<file path="src/rtl/skey_pkg.sv">
package skey_pkg;

  // page permission bit positions within an entry
  localparam int PERM_RD = 0;
  localparam int PERM_WR = 1;

  // strobes from control to datapath
  typedef struct packed {
    logic fillEn;
    logic invEn;
    logic amrEn;
    logic capEn;
    logic clrEn;
    logic causeKey;
  } ctrlStrobes_t;

  // lookup outcome from datapath to control
  typedef struct packed {
    logic hit;
    logic pageOk;
    logic keyOk;
  } lookupRes_t;

endpackage

</file>
<file path="src/rtl/skey_dp.sv">
module skey_dp
  import skey_pkg::*;
#(
  parameter int VA_W      = 32,
  parameter int PA_W      = 32,
  parameter int PAGE_BITS = 12,
  parameter int ENTRIES   = 8,
  parameter int NUM_KEYS  = 32
) (
  input  logic                        clk,
  input  logic                        rstN,
  input  ctrlStrobes_t                strb,
  input  logic                        reqStore,
  input  logic [VA_W-1:0]             reqVaddr,
  input  logic [2*NUM_KEYS-1:0]       amrWdata,
  input  logic [VA_W-PAGE_BITS-1:0]   fillVpn,
  input  logic [PA_W-PAGE_BITS-1:0]   fillPpn,
  input  logic [1:0]                  fillPerm,
  input  logic [$clog2(NUM_KEYS)-1:0] fillKey,
  output lookupRes_t                  look,
  output logic [PA_W-1:0]             physAddr,
  output logic                        faultValid,
  output logic [VA_W-1:0]             faultVaddr,
  output logic                        faultStore,
  output logic                        faultKeyCause
);

  localparam int VPN_W  = VA_W - PAGE_BITS;
  localparam int PPN_W  = PA_W - PAGE_BITS;
  localparam int KEY_W  = $clog2(NUM_KEYS);
  localparam int MASK_W = 2 * NUM_KEYS;
  localparam int IDX_W  = (ENTRIES > 1) ? $clog2(ENTRIES) : 1;
  localparam logic [IDX_W-1:0] LAST_IDX = IDX_W'(ENTRIES - 1);

  // translation buffer storage
  logic [ENTRIES-1:0] entValid;
  logic [VPN_W-1:0]   entVpn  [ENTRIES];
  logic [PPN_W-1:0]   entPpn  [ENTRIES];
  logic [1:0]         entPerm [ENTRIES];
  logic [KEY_W-1:0]   entKey  [ENTRIES];
  logic [IDX_W-1:0]   rrPtr;

  logic [MASK_W-1:0]  authMask;

  logic [VPN_W-1:0]   reqVpn;
  logic [ENTRIES-1:0] matchVec;
  logic [IDX_W-1:0]   selIdx;
  logic [PPN_W-1:0]   selPpn;
  logic [1:0]         selPerm;
  logic [KEY_W-1:0]   selKey;
  logic               rdDeny;
  logic               wrDeny;

  assign reqVpn = reqVaddr[VA_W-1:PAGE_BITS];

  // one comparator per entry
  for (genvar g = 0; g < ENTRIES; g++) begin : g_cmp
    assign matchVec[g] = entValid[g] && (entVpn[g] == reqVpn);
  end

  // lowest matching index wins
  always_comb begin
    selIdx = '0;
    for (int i = ENTRIES - 1; i >= 0; i--) begin
      if (matchVec[i]) selIdx = IDX_W'(i);
    end
  end

  assign selPpn  = entPpn[selIdx];
  assign selPerm = entPerm[selIdx];
  assign selKey  = entKey[selIdx];

  // key k: odd bit denies reads, even bit denies writes
  assign rdDeny = authMask[{selKey, 1'b1}];
  assign wrDeny = authMask[{selKey, 1'b0}];

  always_comb begin
    look.hit    = |matchVec;
    look.pageOk = reqStore ? selPerm[PERM_WR] : selPerm[PERM_RD];
    look.keyOk  = reqStore ? !wrDeny : !rdDeny;
  end

  assign physAddr = {selPpn, reqVaddr[PAGE_BITS-1:0]};

  // valid bits and replacement pointer
  always_ff @(posedge clk) begin
    if (!rstN) begin
      entValid <= '0;
      rrPtr    <= '0;
    end else if (strb.invEn) begin
      entValid <= '0;
      rrPtr    <= '0;
    end else if (strb.fillEn) begin
      entValid[rrPtr] <= 1'b1;
      rrPtr           <= (rrPtr == LAST_IDX) ? '0 : rrPtr + 1'b1;
    end
  end

  // entry payload, no reset needed behind valid bits
  always_ff @(posedge clk) begin
    if (strb.fillEn) begin
      entVpn[rrPtr]  <= fillVpn;
      entPpn[rrPtr]  <= fillPpn;
      entPerm[rrPtr] <= fillPerm;
      entKey[rrPtr]  <= fillKey;
    end
  end

  // per-context authority mask
  always_ff @(posedge clk) begin
    if (!rstN) authMask <= '0;
    else if (strb.amrEn) authMask <= amrWdata;
  end

  // fault record
  always_ff @(posedge clk) begin
    if (!rstN) begin
      faultValid    <= 1'b0;
      faultVaddr    <= '0;
      faultStore    <= 1'b0;
      faultKeyCause <= 1'b0;
    end else if (strb.capEn) begin
      faultValid    <= 1'b1;
      faultVaddr    <= reqVaddr;
      faultStore    <= reqStore;
      faultKeyCause <= strb.causeKey;
    end else if (strb.clrEn) begin
      faultValid    <= 1'b0;
    end
  end

endmodule

</file>
<file path="config.mk">
export PLATFORM = sky130hd
export DESIGN_NAME = skey_dp
export DESIGN_NICKNAME = d
export VERILOG_FILES = /design/src/rtl/skey_pkg.sv /design/src/rtl/skey_dp.sv
export SDC_FILE = /design/constraint.sdc
export NUM_CORES = 1
export LEC_CHECK = 0
export ABC_AREA = 1
export BUFFER_PORTS_ARGS = -buffer_cell sky130_fd_sc_hd__buf_2
export CORE_MARGIN = 3
export CORE_UTILIZATION = 64
export DETAILED_ROUTE_END_ITERATION = 7
export HOLD_SLACK_MARGIN = 0.03
export PLACE_DENSITY = 0.94
export SLEW_MARGIN = 20
export SYNTH_ARGS = -nofsm -noshare
export SYNTH_HDL_FRONTEND = slang
export SYNTH_SLANG_ARGS = --single-unit
</file>
<file path="constraint.sdc">
create_clock -name clk -period 6.2 [get_ports clk]
set_input_delay 1.24 -clock clk [delete_from_list [all_inputs] [get_ports clk]]
set_output_delay 1.24 -clock clk [all_outputs]
set_load 0.01 [all_outputs]
</file>
==> flow_metrics.env, run 1 <==
export IMPL_outcome="completed"
export IMPL_ff2ff_setup_slack_ps=4140
export IMPL_hold_depth=2
export IMPL_syn_inst=2294
export IMPL_clock_root_buffer="clkbuf_16"
export IMPL_routed_wl_um=73600
export IMPL_power_leakage_nw=10.4
export IMPL_h_tree_depth=2
export IMPL_synthFlopType="edfxtp_1"
export IMPL_clock_fmax_mhz=166
export IMPL_synth_edf_count=376
export IMPL_fin_area_um2=25500
export IMPL_grt_util_all_layers_pct=38.3
export IMPL_io_pins=222
export IMPL_path_clk_slew_ps=70
export IMPL_cpMaxStageDelayCell="o21a_1"
export IMPL_timing_rr_end="entPpn[2][13]$_DFFE_PP_"
export IMPL_first_pass_iters=7
export IMPL_cts_tree="built"
export IMPL_min_path_type="reg2reg"
export IMPL_rows=67
export IMPL_syn_area_um2=22400
export IMPL_antenna_found_initial=1
export IMPL_path_buf_inv=6
export IMPL_numClockSinks=486
export IMPL_crit_required_ps=4960
export IMPL_powerDensity_nw_per_um2=287
export IMPL_critPathTopFamily="simple AND/OR/NAND/NOR gates"
export IMPL_vdd_drop_max_mv=0.266
export IMPL_worst_skew_pair_late_latency_ps=600
export IMPL_ys_warn_count=0
export IMPL_core_area_um2=34000
export IMPL_worstMarginPinSlew_ps=931
export IMPL_grt_max_degree=79
export IMPL_finalSetupTns_ps=0
export IMPL_die_h_um=193
export IMPL_crit_end="look[0]"
export IMPL_rsz0062_at_grt="no"
export IMPL_vias_per_cell=6.37
export IMPL_syn_area_per_cell_um2=9.78
export IMPL_p_total_w=0.00732
export IMPL_vias=18900
export IMPL_multi_input_area_um2=7600
export IMPL_portBuffers=221
export IMPL_grt_pass1_wl_um=109000
export IMPL_slew_viol_final=0
export IMPL_fill_cells=2286
export IMPL_initial_utilization_pct=65.9
export IMPL_reg2reg_from="rrPtr[0]$_SDFFE_PP0P_"
export IMPL_dieArea_um2=37300
export IMPL_diodes=0
export IMPL_ys_seq_elements=486
export IMPL_wl_per_cell_um=24.8
export IMPL_place_congestion=1.06
export IMPL_skew_ps=8.94
export IMPL_relSlewSlack_pct=37.9
export IMPL_startpoint="reqVaddr[18]"
export IMPL_r2r_cells=4
export IMPL_worst_path_stages=24
export IMPL_die_w_um=193
export IMPL_layout_common_cells="edfxtp_1, nand2_1, nor2_1"
export IMPL_drtIter0Drc=2912
export IMPL_ant_nets=0
export IMPL_async_flop_share_pct=0
export IMPL_dpl_hpwl_um=48100
export IMPL_ctsHoldBuffers=0
export IMPL_slowest_delay_ps=380
export IMPL_setup_viol=0
export IMPL_start_kind="input pin"
export IMPL_path_cells="buf_2, inv_2, nand2_1, nand2_1, nor2_1, nand2_1, nor2_1, nand2_1, nor2_2, inv_1, nand2_1, nand2_1, a21oi_4, buf_4, nand3_1, nand3_1, o21a_1, inv_4, nand3_1, nand3_1, nand3_1, nand3_1, nand2_1, buf_2"
export IMPL_overflow=0
export IMPL_place_area_um2=23700
export IMPL_worst_setup_path_end_kind="output port"
export IMPL_synthDistinctLibCells=50
export IMPL_ys_seq_area_share_pct=60.2
export IMPL_syn_nets=2448
export IMPL_grt_pass1_vias=17700
export IMPL_cpMostUsedCell="nand2_1"
export IMPL_hold_viol_final=0
export IMPL_cts_buffers=48
export IMPL_fin_crit_sh_pct=97.4
export IMPL_area_delta_synth_final_pct=13.5
export IMPL_mostFrequentLayoutCell="edfxtp_1"
export IMPL_drc=0
export IMPL_final_nets=2633
export IMPL_cp_arrival_ps=4800
export IMPL_drv_cap=0
export IMPL_period_needed_ps=6040
export IMPL_cts_buffer_depth=3
export IMPL_cp_max_fo=14
export IMPL_register_area_um2=13500
export IMPL_crit_type="in2out"
export IMPL_final_core_util_pct=74.8
export IMPL_layout_drive_gt1_share_pct=16.4
## how the worst min path moves through the flow
stage | from | end | slack (ps)
floorplan | authMask[10]$_SDFFE_PN0P_ | authMask[10]$_SDFFE_PN0P_ | 460
global placement | faultValid$_SDFFE_PN0P_ | faultValid$_SDFFE_PN0P_ | 450
detailed placement | faultValid$_SDFFE_PN0P_ | faultValid$_SDFFE_PN0P_ | 460
CTS | faultValid$_SDFFE_PN0P_ | faultValid$_SDFFE_PN0P_ | 470
global route | faultValid$_SDFFE_PN0P_ | faultValid$_SDFFE_PN0P_ | 490
finish | faultValid$_SDFFE_PN0P_ | faultValid$_SDFFE_PN0P_ | 470
## registers in the layout (all words and copies together), names as in the netlist
register	cells
rrPtr	3
faultVaddr	32
faultValid	1
authMask	64
entVpn	160
faultKeyCause	1
faultStore	1
entPpn	160
entKey	40
entValid	8
entPerm	16
## per-stage QoR
step | std cells | worst slack [ps] | hold WS (ps)
6_report | 2967 | 160 | 467
5_1_grt | 2967 | 1.10 | 489
4_1_cts | 2963 | 65.1 | 473
3_5_place_dp | 2873 | 123 | 464
3_3_place_gp | 2873 | 142 | 448
2_1_floorplan | 2294 | 1480 | 463
## synth_stat cells, types with 33 or more instances
cell type  instances  area [um2]
edfxtp_1         376       11300
nand2_1          371        1390
nor2_1           336        1260
nand3_1          178         891
o21ai_0          164         821
inv_1            163         612
dfxtp_1          110        2200
nand4_1           73         457
a21oi_1           69         345
clkbuf_1          50         188
mux2i_1           43         430
nor3_1            43         215
nor4_1            37         231
buf_4             33         248
o22ai_1           33         206
## per-layer routing
metal,track usage (%),vias to the layer above,wire (um)
li1,-,8336,-
met1,55.0,8898,28500
met2,59.4,1484,33200
met3,7.84,194,9340
met4,12.2,2,2500
met5,0,-,13
## worst reg2reg max path, stage by stage, from the launching register on
cell and delay, ps:
dfxtp_1 360, nor2_1 130, inv_1 170, nor2_4 360, buf_4 640
## power breakdown
group          leakage, nW  internal, W  switching [W]
Sequential            4.33      0.00359      0.0000451
Combinational         5.28     0.000171       0.000406
Clock                0.817      0.00178        0.00133
Total                 10.4      0.00554        0.00178
## kinds of logic (layout without fill, tap and decap cells)
logic type	after synthesis	after routing	share of synthesized area (%)
AO/OA/AOI/OAI	306	306	7.52
multiplexers	43	43	1.92
flip-flops	486	486	60.2
adder cells (fa/ha/maj)	2	2	0.112
XOR/XNOR	47	47	1.87
buffers and inverters	304	529	6.29
AND/OR/NAND/NOR	1106	1106	22.1
## area by class of cell
class | count | share of cell area, %
repair buffers | 252 | 5.47
multi-input cells | 1504 | 29.8
inverters | 187 | 2.90
clock inverters | 35 | 1.51
well taps | 448 | 2.20
clock buffers | 55 | 5.11
flip-flops and latches | 486 | 53.0
## timing repair
item / in CTS / in global routing
buffers inserted: 0 / 3
endpoints found under the setup margin: 0 / 8
gates resized for setup: 0 / 15
(Power assumes the default switching activity.)
==> run 2, diff against run 1 <==
--- a/config.mk
+++ b/config.mk
@@ -11,4 +11,5 @@
 export CORE_UTILIZATION = 64
 export DETAILED_ROUTE_END_ITERATION = 7
+export GPL_TIMING_DRIVEN = 0
 export HOLD_SLACK_MARGIN = 0.03
 export PLACE_DENSITY = 0.94
==> constraint.sdc (replaced) <==
create_clock -name clk -period 6.2 [get_ports clk]
set_input_delay 0.62 -clock clk [delete_from_list [all_inputs] [get_ports clk]]
set_output_delay 0.62 -clock clk [all_outputs]
set_load 0.01 [all_outputs]
==> run 2 against run 1 <==
Effect of this change: power down 1.8%; maximum frequency grew 21%; non-clock buffer count is 86 higher; clock power decreased by 5%; clock skew up 14 ps; first-iteration DRC count is 7.9% lower; worst setup slack improved by 1000 ps; critical path depth is 6 lower; wire length fell by 1.1%; worst hold slack got worse by 220 ps; combinational power grew 5.7%.
==> flow_metrics.env, run 2 (same netlist as run 1, synthesis figures left out) <==
export IMPL_grt_pass1_wl_um=109000
export IMPL_rows=67
export IMPL_cts_buffers=49
export IMPL_path_clk_slew_ps=60
export IMPL_h_tree_depth=2
export IMPL_fin_crit_sh_pct=80.6
export IMPL_initial_utilization_pct=65.9
export IMPL_finalSetupTns_ps=0
export IMPL_top_regs="entPpn (160), entVpn (160), authMask (64)"
export IMPL_drv_cap=0
export IMPL_fill_cells=2213
export IMPL_powerDensity_nw_per_um2=276
export IMPL_worst_setup_path_end_kind="output port"
export IMPL_cp_max_fo=10
export IMPL_switching_share_pct=24.4
export IMPL_slew_viol_final=0
export IMPL_skew_ps=23.1
export IMPL_p_clk_share_pct=41.1
export IMPL_die_h_um=193
export IMPL_layout_common_cells="edfxtp_1, nand2_1, nor2_1"
export IMPL_cts_tree="built"
export IMPL_post_cts_buffers=0
export IMPL_vias_per_cell=6.30
export IMPL_drc=0
export IMPL_crit_type="in2out"
export IMPL_cts_buffer_depth=3
export IMPL_vias=19200
export IMPL_clock_root_buffer="clkbuf_16"
export IMPL_grt_pass1_vias=18700
export IMPL_mostFrequentLayoutCell="edfxtp_1"
export IMPL_worst_skew_pair_late_latency_ps=620
export IMPL_cp_arrival_ps=4370
export IMPL_path_buf_inv=6
export IMPL_vdd_drop_max_mv=0.286
export IMPL_period_needed_ps=4990
export IMPL_path_cells="buf_4, inv_1, nand2_1, nand2_1, nor2_1, nand2_1, nor2_1, nand3_1, nand2_1, nand2_1, a21oi_4, buf_4, buf_2, clkbuf_1, o22ai_1, nor2_1, o21ai_0, buf_2"
export IMPL_start_kind="input pin"
export IMPL_area_delta_synth_final_pct=16.0
export IMPL_clock_fmax_mhz=200
export IMPL_power_switching_w=0.00175
export IMPL_slowest_delay_ps=530
export IMPL_wl_per_cell_um=23.8
export IMPL_grt_max_degree=27
export IMPL_rsz0062_at_grt="no"
export IMPL_worstMarginPinSlew_ps=1030
export IMPL_cts_repair_resized=0
export IMPL_overflow=0
export IMPL_dpl_hpwl_um=49800
export IMPL_critPathTopFamily="buffers and inverters"
export IMPL_diodes=0
export IMPL_portBuffers=205
export IMPL_dieArea_um2=37300
export IMPL_first_pass_iters=7
export IMPL_final_nets=2720
export IMPL_power_leakage_nw=10.7
export IMPL_place_congestion=0.998
export IMPL_ctsHoldBuffers=0
export IMPL_routed_wl_um=72800
export IMPL_grt_util_all_layers_pct=37.9
export IMPL_seq_power_share_pct=50.5
export IMPL_outcome="completed"
export IMPL_hold_viol_final=0
export IMPL_setup_viol=0
export IMPL_numClockSinks=486
export IMPL_relSlewSlack_pct=31.6
export IMPL_antenna_found_initial=2
export IMPL_crit_required_ps=5580
export IMPL_die_w_um=193
export IMPL_ant_nets=0
export IMPL_p_total_w=0.00719
export IMPL_min_path_type="in2reg"
export IMPL_io_pins=222
export IMPL_core_area_um2=34000
export IMPL_fin_area_um2=26000
export IMPL_cpMostUsedCell="nand2_1"
export IMPL_cellInternalPower_w=0.00544
export IMPL_drtIter0Drc=2682
export IMPL_cpMaxStageDelayCell="clkbuf_1"
export IMPL_place_area_um2=24500
export IMPL_layout_drive_gt1_share_pct=16.8
export IMPL_pwr_share_comb_pct=8.5
-- run 2: changes by cell type in the layout (fill, tap and decap cells not counted), sizes merged --
cell | before | now
inv | 191 | 189
clkbuf | 55 | 106
buf | 252 | 288
clkinvlp | 7 | 3
clkinv | 18 | 24
bufinv | 6 | 4
-- run 2: power by group through the flow --
stage | Clock (W) | Combinational, W | Sequential, W
6_report | 0.00295 | 0.000610 | 0.00363
5_1_grt | 0.00309 | 0.000652 | 0.00363
3_5_place_dp | 0 | 0.000584 | 0.00369
4_1_cts | 0.00295 | 0.000590 | 0.00363
3_3_place_gp | 0 | 0.000558 | 0.00369
2_1_floorplan | 0 | 0.000309 | 0.00369
-- run 2: worst min-delay path, cell delays in order --
cell and delay [ps]:
buf_2 70, nor2_1 30, nor2_1 80
-- run 2: per-layer routing --
layer	routed length (um)	track usage, %
met1	26800	50.6
met2	31900	58.0
met3	10200	11.2
met4	3820	17.1
met5	11	0
-- run 2: worst paths after layout --
kind	from	to	slack [ps]	depth (start not counted)
hold / removal	strb[0]	faultKeyCause$_SDFFE_PN0P_	250	3
setup / recovery	reqVaddr[24]	look[1]	1210	18
setup reg to reg	rrPtr[0]$_SDFFE_PP0P_	entVpn[1][18]$_DFFE_PP_	4180	4
hold reg to reg	faultValid$_SDFFE_PN0P_	faultValid$_SDFFE_PN0P_	470	2
-- run 2: layout make-up --
cell class | instances | area [um2] | area share, %
Tap cell | 448 | 561 | 2.15
Multi-Input combinational cell | 1504 | 7590 | 29.2
Inverter | 187 | 717 | 2.75
Timing Repair Buffer | 221 | 1410 | 5.40
Buffer | 117 | 693 | 2.66
Clock inverter | 33 | 284 | 1.09
Clock buffer | 56 | 1280 | 4.93
Sequential cell | 486 | 13500 | 51.8
-- run 2: metrics by stage --
| step | cells | setup slack (ps) | utilization (%) | hold slack (ps) |
|---|---|---|---|---|
| 3_5_place_dp | 2963 | 1500 | 71.9 | 456 |
| 2_1_floorplan | 2294 | 2720 | - | 463 |
| 5_1_grt | 3052 | 1050 | 76.5 | 263 |
| 6_report | 3052 | 1210 | 76.5 | 248 |
| 3_3_place_gp | 2947 | 878 | 70.6 | 445 |
| 4_1_cts | 3052 | 1360 | 76.5 | 232 |
